<file path="src/rtl/rtc_pkg.sv">
package rtc_pkg;
  localparam int SEC_W = 6;
  localparam int MIN_W = 6;
  localparam int HR_W  = 5;
  localparam int DAY_W = 15;
  localparam int TIME_W = SEC_W + MIN_W + HR_W + DAY_W;

  localparam int SEC_LIM = 60;
  localparam int MIN_LIM = 60;
  localparam int HR_LIM  = 24;

  localparam int STAT_W = 16;
  localparam int FL_ALM   = 1;
  localparam int FL_SEC   = 2;
  localparam int FL_MIN   = 3;
  localparam int FL_HR    = 4;
  localparam int FL_DAY   = 5;
  localparam int FL_DALM  = 6;
  localparam int FL_WPEND = 14;
  localparam int FL_WDONE = 15;

  typedef struct packed {
    logic [DAY_W-1:0] day;
    logic [HR_W-1:0]  hr;
    logic [MIN_W-1:0] mn;
    logic [SEC_W-1:0] sc;
  } rtc_time_t;
endpackage

</file>
<file path="src/rtl/rtc_prescaler.sv">
module rtc_prescaler #(
  parameter int CNT_W = 15
) (
  input  logic clk_i,
  input  logic rst_ni,
  input  logic en_i,
  output logic tick_o
);
  logic [CNT_W-1:0] cnt_q;

  always_ff @(posedge clk_i or negedge rst_ni) begin
    if (!rst_ni)    cnt_q <= '0;
    else if (en_i)  cnt_q <= cnt_q + 1'b1;
    else            cnt_q <= '0;
  end

  assign tick_o = en_i ? (&cnt_q) : 1'b1;

  AST_TICK_SPACED: assert property (@(posedge clk_i) disable iff (!rst_ni)
    (en_i && tick_o) |=> (!en_i || !tick_o));
endmodule

</file>
<file path="src/rtl/rtc_time_adv.sv">
module rtc_time_adv
  import rtc_pkg::*;
(
  input  rtc_time_t cur_i,
  output rtc_time_t nxt_o,
  output logic      sec_wrap_o,
  output logic      min_wrap_o,
  output logic      hr_wrap_o
);
  always_comb begin
    nxt_o      = cur_i;
    sec_wrap_o = (cur_i.sc >= SEC_W'(SEC_LIM - 1));
    min_wrap_o = sec_wrap_o && (cur_i.mn >= MIN_W'(MIN_LIM - 1));
    hr_wrap_o  = min_wrap_o && (cur_i.hr >= HR_W'(HR_LIM - 1));
    nxt_o.sc   = sec_wrap_o ? '0 : cur_i.sc + 1'b1;
    if (sec_wrap_o) nxt_o.mn = min_wrap_o ? '0 : cur_i.mn + 1'b1;
    if (min_wrap_o) nxt_o.hr = hr_wrap_o ? '0 : cur_i.hr + 1'b1;
    if (hr_wrap_o)  nxt_o.day = cur_i.day + 1'b1; // wraps at all-ones
  end
endmodule

</file>
<file path="src/rtl/rtc_event_flags.sv">
module rtc_event_flags
  import rtc_pkg::*;
(
  input  logic              clk_i,
  input  logic              rst_ni,
  input  logic              tick_i,
  input  logic [STAT_W-1:0] ev_i,
  input  logic [STAT_W-1:0] clr_i,
  input  logic              pend_i,
  output logic [STAT_W-1:0] stat_o
);
  logic [STAT_W-1:0] stat_q, set_w;

  assign set_w = tick_i ? ev_i : '0;

  always_ff @(posedge clk_i or negedge rst_ni) begin
    if (!rst_ni) stat_q <= '0;
    else         stat_q <= (stat_q & ~clr_i) | set_w; // set wins
  end

  always_comb begin
    stat_o           = stat_q;
    stat_o[FL_WPEND] = pend_i;
  end

  AST_SET_ON_TICK_ONLY: assert property (@(posedge clk_i) disable iff (!rst_ni)
    !tick_i |=> ((stat_q & ~$past(stat_q)) == '0));
  AST_UNUSED_ZERO: assert property (@(posedge clk_i) disable iff (!rst_ni)
    (stat_o[13:7] == '0) && !stat_o[0]);
endmodule

</file>
<file path="src/rtl/rtc_packed_counter.sv">
module rtc_packed_counter
  import rtc_pkg::*;
#(
  parameter int PRESC_W = 15
) (
  input  logic        clk_i,
  input  logic        rst_ni,
  input  logic        presc_en_i,
  input  logic        time_ld_i,
  input  logic [31:0] time_val_i,
  input  logic        alarm_ld_i,
  input  logic [31:0] alarm_val_i,
  input  logic [15:0] irq_en_i,
  input  logic [15:0] stat_clr_i,
  output logic [31:0] time_o,
  output logic [15:0] stat_o,
  output logic        irq_o
);
  logic      tick, pend;
  logic      t_vld_q, a_vld_q;
  rtc_time_t t_shd_q, a_shd_q, time_q, alarm_q;
  rtc_time_t adv, time_nxt, alarm_nxt;
  logic      sec_wrap, min_wrap, hr_wrap;
  logic [STAT_W-1:0] ev;

  rtc_prescaler #(.CNT_W(PRESC_W)) u_presc (
    .clk_i (clk_i), .rst_ni(rst_ni), .en_i(presc_en_i), .tick_o(tick)
  );

  rtc_time_adv u_adv (
    .cur_i(time_q), .nxt_o(adv),
    .sec_wrap_o(sec_wrap), .min_wrap_o(min_wrap), .hr_wrap_o(hr_wrap)
  );

  assign pend = t_vld_q | a_vld_q;

  // holding registers: accept only when nothing is pending
  always_ff @(posedge clk_i or negedge rst_ni) begin
    if (!rst_ni) begin
      t_vld_q <= 1'b0; t_shd_q <= '0;
      a_vld_q <= 1'b0; a_shd_q <= '0;
    end else begin
      if (!pend && time_ld_i) begin
        t_vld_q <= 1'b1; t_shd_q <= time_val_i;
      end else if (tick) t_vld_q <= 1'b0;
      if (!pend && alarm_ld_i) begin
        a_vld_q <= 1'b1; a_shd_q <= alarm_val_i;
      end else if (tick) a_vld_q <= 1'b0;
    end
  end

  assign time_nxt  = t_vld_q ? t_shd_q : adv;
  assign alarm_nxt = a_vld_q ? a_shd_q : alarm_q;

  always_ff @(posedge clk_i or negedge rst_ni) begin
    if (!rst_ni) begin
      time_q  <= '0;
      alarm_q <= '0;
    end else if (tick) begin
      time_q  <= time_nxt;
      alarm_q <= alarm_nxt;
    end
  end

  always_comb begin
    ev           = '0;
    ev[FL_SEC]   = !t_vld_q;
    ev[FL_MIN]   = !t_vld_q && sec_wrap;
    ev[FL_HR]    = !t_vld_q && min_wrap;
    ev[FL_DAY]   = !t_vld_q && hr_wrap;
    ev[FL_ALM]   = (time_nxt.hr == alarm_nxt.hr) && (time_nxt.mn == alarm_nxt.mn)
                   && (time_nxt.sc == alarm_nxt.sc);
    ev[FL_DALM]  = (time_nxt == alarm_nxt);
    ev[FL_WDONE] = pend;
  end

  rtc_event_flags u_flags (
    .clk_i(clk_i), .rst_ni(rst_ni), .tick_i(tick), .ev_i(ev),
    .clr_i(stat_clr_i), .pend_i(pend), .stat_o(stat_o)
  );

  assign time_o = time_q;
  assign irq_o  = |(stat_o & irq_en_i);

  AST_TIME_HOLD: assert property (@(posedge clk_i) disable iff (!rst_ni)
    !tick |=> $stable(time_o));
  AST_SHADOW_LOCK: assert property (@(posedge clk_i) disable iff (!rst_ni)
    pend |=> ($stable(t_shd_q) && $stable(a_shd_q)));
  AST_WDONE_ON_APPLY: assert property (@(posedge clk_i) disable iff (!rst_ni)
    (pend && tick) |=> (stat_o[FL_WDONE] && !stat_o[FL_WPEND]));
endmodule

</file>
<file path="config.mk">
export PLATFORM = sky130hd
export DESIGN_NAME = rtc_packed_counter
export DESIGN_NICKNAME = d
export VERILOG_FILES = /design/src/rtl/rtc_pkg.sv /design/src/rtl/rtc_prescaler.sv /design/src/rtl/rtc_time_adv.sv /design/src/rtl/rtc_event_flags.sv /design/src/rtl/rtc_packed_counter.sv
export SDC_FILE = /design/constraint.sdc
export NUM_CORES = 1
export LEC_CHECK = 0
export BUFFER_PORTS_ARGS = -buffer_cell sky130_fd_sc_hd__buf_2
export CAP_MARGIN = 25
export CORE_ASPECT_RATIO = 0.8
export CORE_MARGIN = 1
export CORE_UTILIZATION = 50
export DETAILED_ROUTE_END_ITERATION = 6
export PLACE_DENSITY = 0.71
export SYNTH_ARGS = -nofsm -noshare
export SYNTH_HDL_FRONTEND = slang
export SYNTH_SLANG_ARGS = --single-unit
</file>
<file path="constraint.sdc">
create_clock -name clk_i -period 4.15 [get_ports clk_i]
set_input_delay 0 -clock clk_i [delete_from_list [all_inputs] [get_ports clk_i]]
set_output_delay 0 -clock clk_i [all_outputs]
set_load 0.1 [all_outputs]
</file>
==> flow_metrics.tcl <==
set metrics [dict create \
    grt_pass1_vias 6600 \
    vias 6937 \
    gp_congestion 0.855 \
    synth_fa_ha_area_share_pct 0.739 \
    multi_input_area_sq_um 4220 \
    syn_area_sq_um 8470 \
    layout_worst_path_cycle_share_pct 89.8 \
    die_h_microns 118 \
    maxCapViolCount 0 \
    yosysTopAreaCell "dfrtp_1" \
    initial_core_util_pct 51.2 \
    grt_overflow 0 \
    grt_pass1_wl_mm 35.0 \
    ioPinCount 150 \
    tns_ns 0 \
    finalMaxSlewViolations 0 \
    area_delta_synth_final_pct 27.6 \
    clock_path_buffers 2 \
    num_antenna_cells 0 \
    finalCriticalPeriod_ns 3.73 \
    timing.rr.end "u_flags.stat_q[6]$_DFF_PN0_" \
    postRouteAntennaNets 0 \
    seq_area_sq_um 4010 \
    crit_path_start_kind "flop" \
    ir_drop_v 0.000304 \
    grt_max_degree 83 \
    clkTransAtPathRegs_ns 0.07 \
    leakage_nw 4.75 \
    netlist_instances 777 \
    die_w_microns 148 \
    synth_compound_area_share_pct 13.1 \
    syn_nets 883 \
    dp.final_hpwl_mm 15.1 \
    reg2regPathDepth 9 \
    routed_wl_mm 21.6 \
    synth_top_family_by_area "multiplexers" \
    hold_violations 0 \
    antenna_found_initial 0 \
    synth_commonest_cells "160 x dfrtp_1, 97 x mux2_2, 53 x nand2_1, 39 x o21ai_0, 37 x mux2i_1" \
    drt_iter0_markers 511 \
    max_slew_margin_pct 50.5 \
    synth.most_common_cell "dfrtp_1" \
    path_class "reg2reg" \
    tightest_slew_ns 0.743 \
    wire_per_inst_microns 17.6 \
    ys.flop_type "dfrtp_1" \
    clk_latency_ns 0.43 \
    power_mw 8.84 \
    synthMuxAreaShare_pct 17.3 \
    synth_area_leaders "dfrtp_1 47%, mux2_2 13%, mux2i_1 4.4%, xor2_1 2.8%, xnor2_1 2.5%" \
    core_area_sq_um 16600 \
    grtUsageTotal_pct 26.0 \
    hold_class "in2async" \
    viasPerCell 5.65 \
    cp_max_fo 13 \
    arrival_ns 4.06 \
    yosysWarningCount 0 \
    clkSinkCount 160 \
    synth_enable_flop_cells 0 \
    port_buffers 148 \
    yosys.area_share.xor_xnor_pct 5.27 \
    end_kind "flop" \
    rrSetupSlack_ns 0.42 \
    cts_root_buf "clkbuf_16" \
    reg2reg_from "time_o[12]$_DFFE_PN0P_" \
    skew_ns 0.0149 \
    yosysUniqueCellTypes 67 \
    finalSetupViolations 0 \
    drive_above_1_share_pct 30.4 \
    crit_required_ns 4.48 \
    cts_tree "done" \
    ys_ff_latch 160 \
    fin_nets 1100 \
    die_area_sq_um 17500 \
    cts_buffers 17 \
    post_cts_resized 0 \
    synth_top_area_share_pct 47.3 \
    ys_seq_area_share_pct 47.3 \
    first_pass_iters 5 \
    syn_area_per_cell_sq_um 10.9 \
    status "finished clean" \
    drc 0 \
    p_per_area_nw_per_um2 818 \
    rsz0062_at_grt "no" \
    h-tree-depth 4 \
    timing.fmax_ghz 0.268 \
    postSynth.asyncResetShare_pct 100 \
    fill_cells 1302 \
    num_rows 42 \
    synth-simple-area-share_pct 13.4 \
]
## state kept, by name (all words and copies together) (netlist names)
name and count:
u_presc.cnt_q 15, alarm_q 32, u_flags.stat_q 15, time_o 32, a_vld_q 1, a_shd_q 32, t_vld_q 1, t_shd_q 32
## through the flow
| step | setup slack, ns | utilization, % | area, sq um | hold slack (ns) | instances |
|---|---|---|---|---|---|
| after floorplan | 0.394 | - | 8470 | -0.296 | 777 |
| after global placement | 0.512 | 56.9 | 9420 | 0.0930 | 1114 |
| after detailed placement | 0.487 | 56.9 | 9420 | 0.0914 | 1114 |
| after CTS | 0.463 | 65.3 | 10800 | 0.206 | 1227 |
| after global routing | 0.280 | 65.3 | 10800 | 0.246 | 1227 |
| final | 0.423 | 65.3 | 10800 | 0.186 | 1227 |
## worst max path at each step
stage                                       from                          end  slack, ns  cells after the start
after floorplan           time_o[12]$_DFFE_PN0P_  u_flags.stat_q[6]$_DFF_PN0_       0.39                     10
after global placement    time_o[12]$_DFFE_PN0P_  u_flags.stat_q[6]$_DFF_PN0_       0.51                      9
after detailed placement  time_o[12]$_DFFE_PN0P_  u_flags.stat_q[6]$_DFF_PN0_       0.49                      9
after CTS                 time_o[12]$_DFFE_PN0P_  u_flags.stat_q[6]$_DFF_PN0_       0.46                      9
after global routing      time_o[12]$_DFFE_PN0P_  u_flags.stat_q[6]$_DFF_PN0_       0.28                      9
final                     time_o[12]$_DFFE_PN0P_  u_flags.stat_q[6]$_DFF_PN0_       0.42                      9
## layout make-up
cell class,count,share of cell area [%]
Clock buffer,18,3.97
Clock inverter,14,1.35
Inverter,13,0.452
Tap cell,220,2.55
Timing Repair Buffer,245,15.5
Sequential cell,160,37.1
Multi-Input combinational cell,557,39.1
## worst max-delay path, cell delays in order, from the launching register on
cell and delay, ns:
dfrtp_1 0.48, ha_1 0.30, a21o_1 0.32, nand4_2 0.40, xor2_1 0.30, a211o_1 0.31
a2111oi_0 0.54, nand4_1 0.16, or4_1 0.61, o32ai_2 0.21
## layer usage
| metal | routed length, microns | up-vias | global-route usage, % |
|---|---|---|---|
| met4 | 212 | 0 | 6.89 |
| met1 | 10600 | 3373 | 38.6 |
| met5 | 0 | - | 0 |
| met2 | 9480 | 261 | 38.4 |
| li1 | - | 3287 | - |
| met3 | 1320 | 16 | 5.48 |
## where the power goes
group / leakage, nW / internal [mW] / switching (mW)
registers: 1.93 / 2.21 / 0.722
clock network: 0.282 / 0.849 / 0.693
logic: 2.54 / 1.56 / 2.81
## layout by cell type (no fill, tap or decap), types with 17 or more instances in the layout
| master | instances |
|---|---|
| and2_1 | 19 |
| xnor2_1 | 24 |
| o21ai_0 | 39 |
| buf_2 | 147 |
| mux2_2 | 97 |
| nand2_1 | 53 |
| nand3_1 | 26 |
| dfrtp_1 | 158 |
| nor2_1 | 19 |
| a21oi_1 | 26 |
| dlygate4sd3_1 | 81 |
| clkbuf_16 | 17 |
| xor2_1 | 27 |
| mux2i_1 | 37 |
## timing repair
| action | in CTS | in global routing |
|---|---|---|
| endpoints found under the hold margin | 174 | 0 |
| buffers inserted | 0 | 0 |
| hold buffers | 81 | 0 |
## cell families (layout without fill, tap and decap cells)
| logic type | Yosys count | count (layout) |
|---|---|---|
| buffers and inverters | 60 | 290 |
| flip-flops | 160 | 160 |
| adder cells (fa/ha/maj) | 5 | 5 |
| AO/OA/AOI/OAI | 160 | 160 |
| AND/OR/NAND/NOR | 207 | 207 |
| XOR/XNOR | 51 | 51 |
| multiplexers | 134 | 134 |
Note: power is estimated with default switching activity, not from simulation.
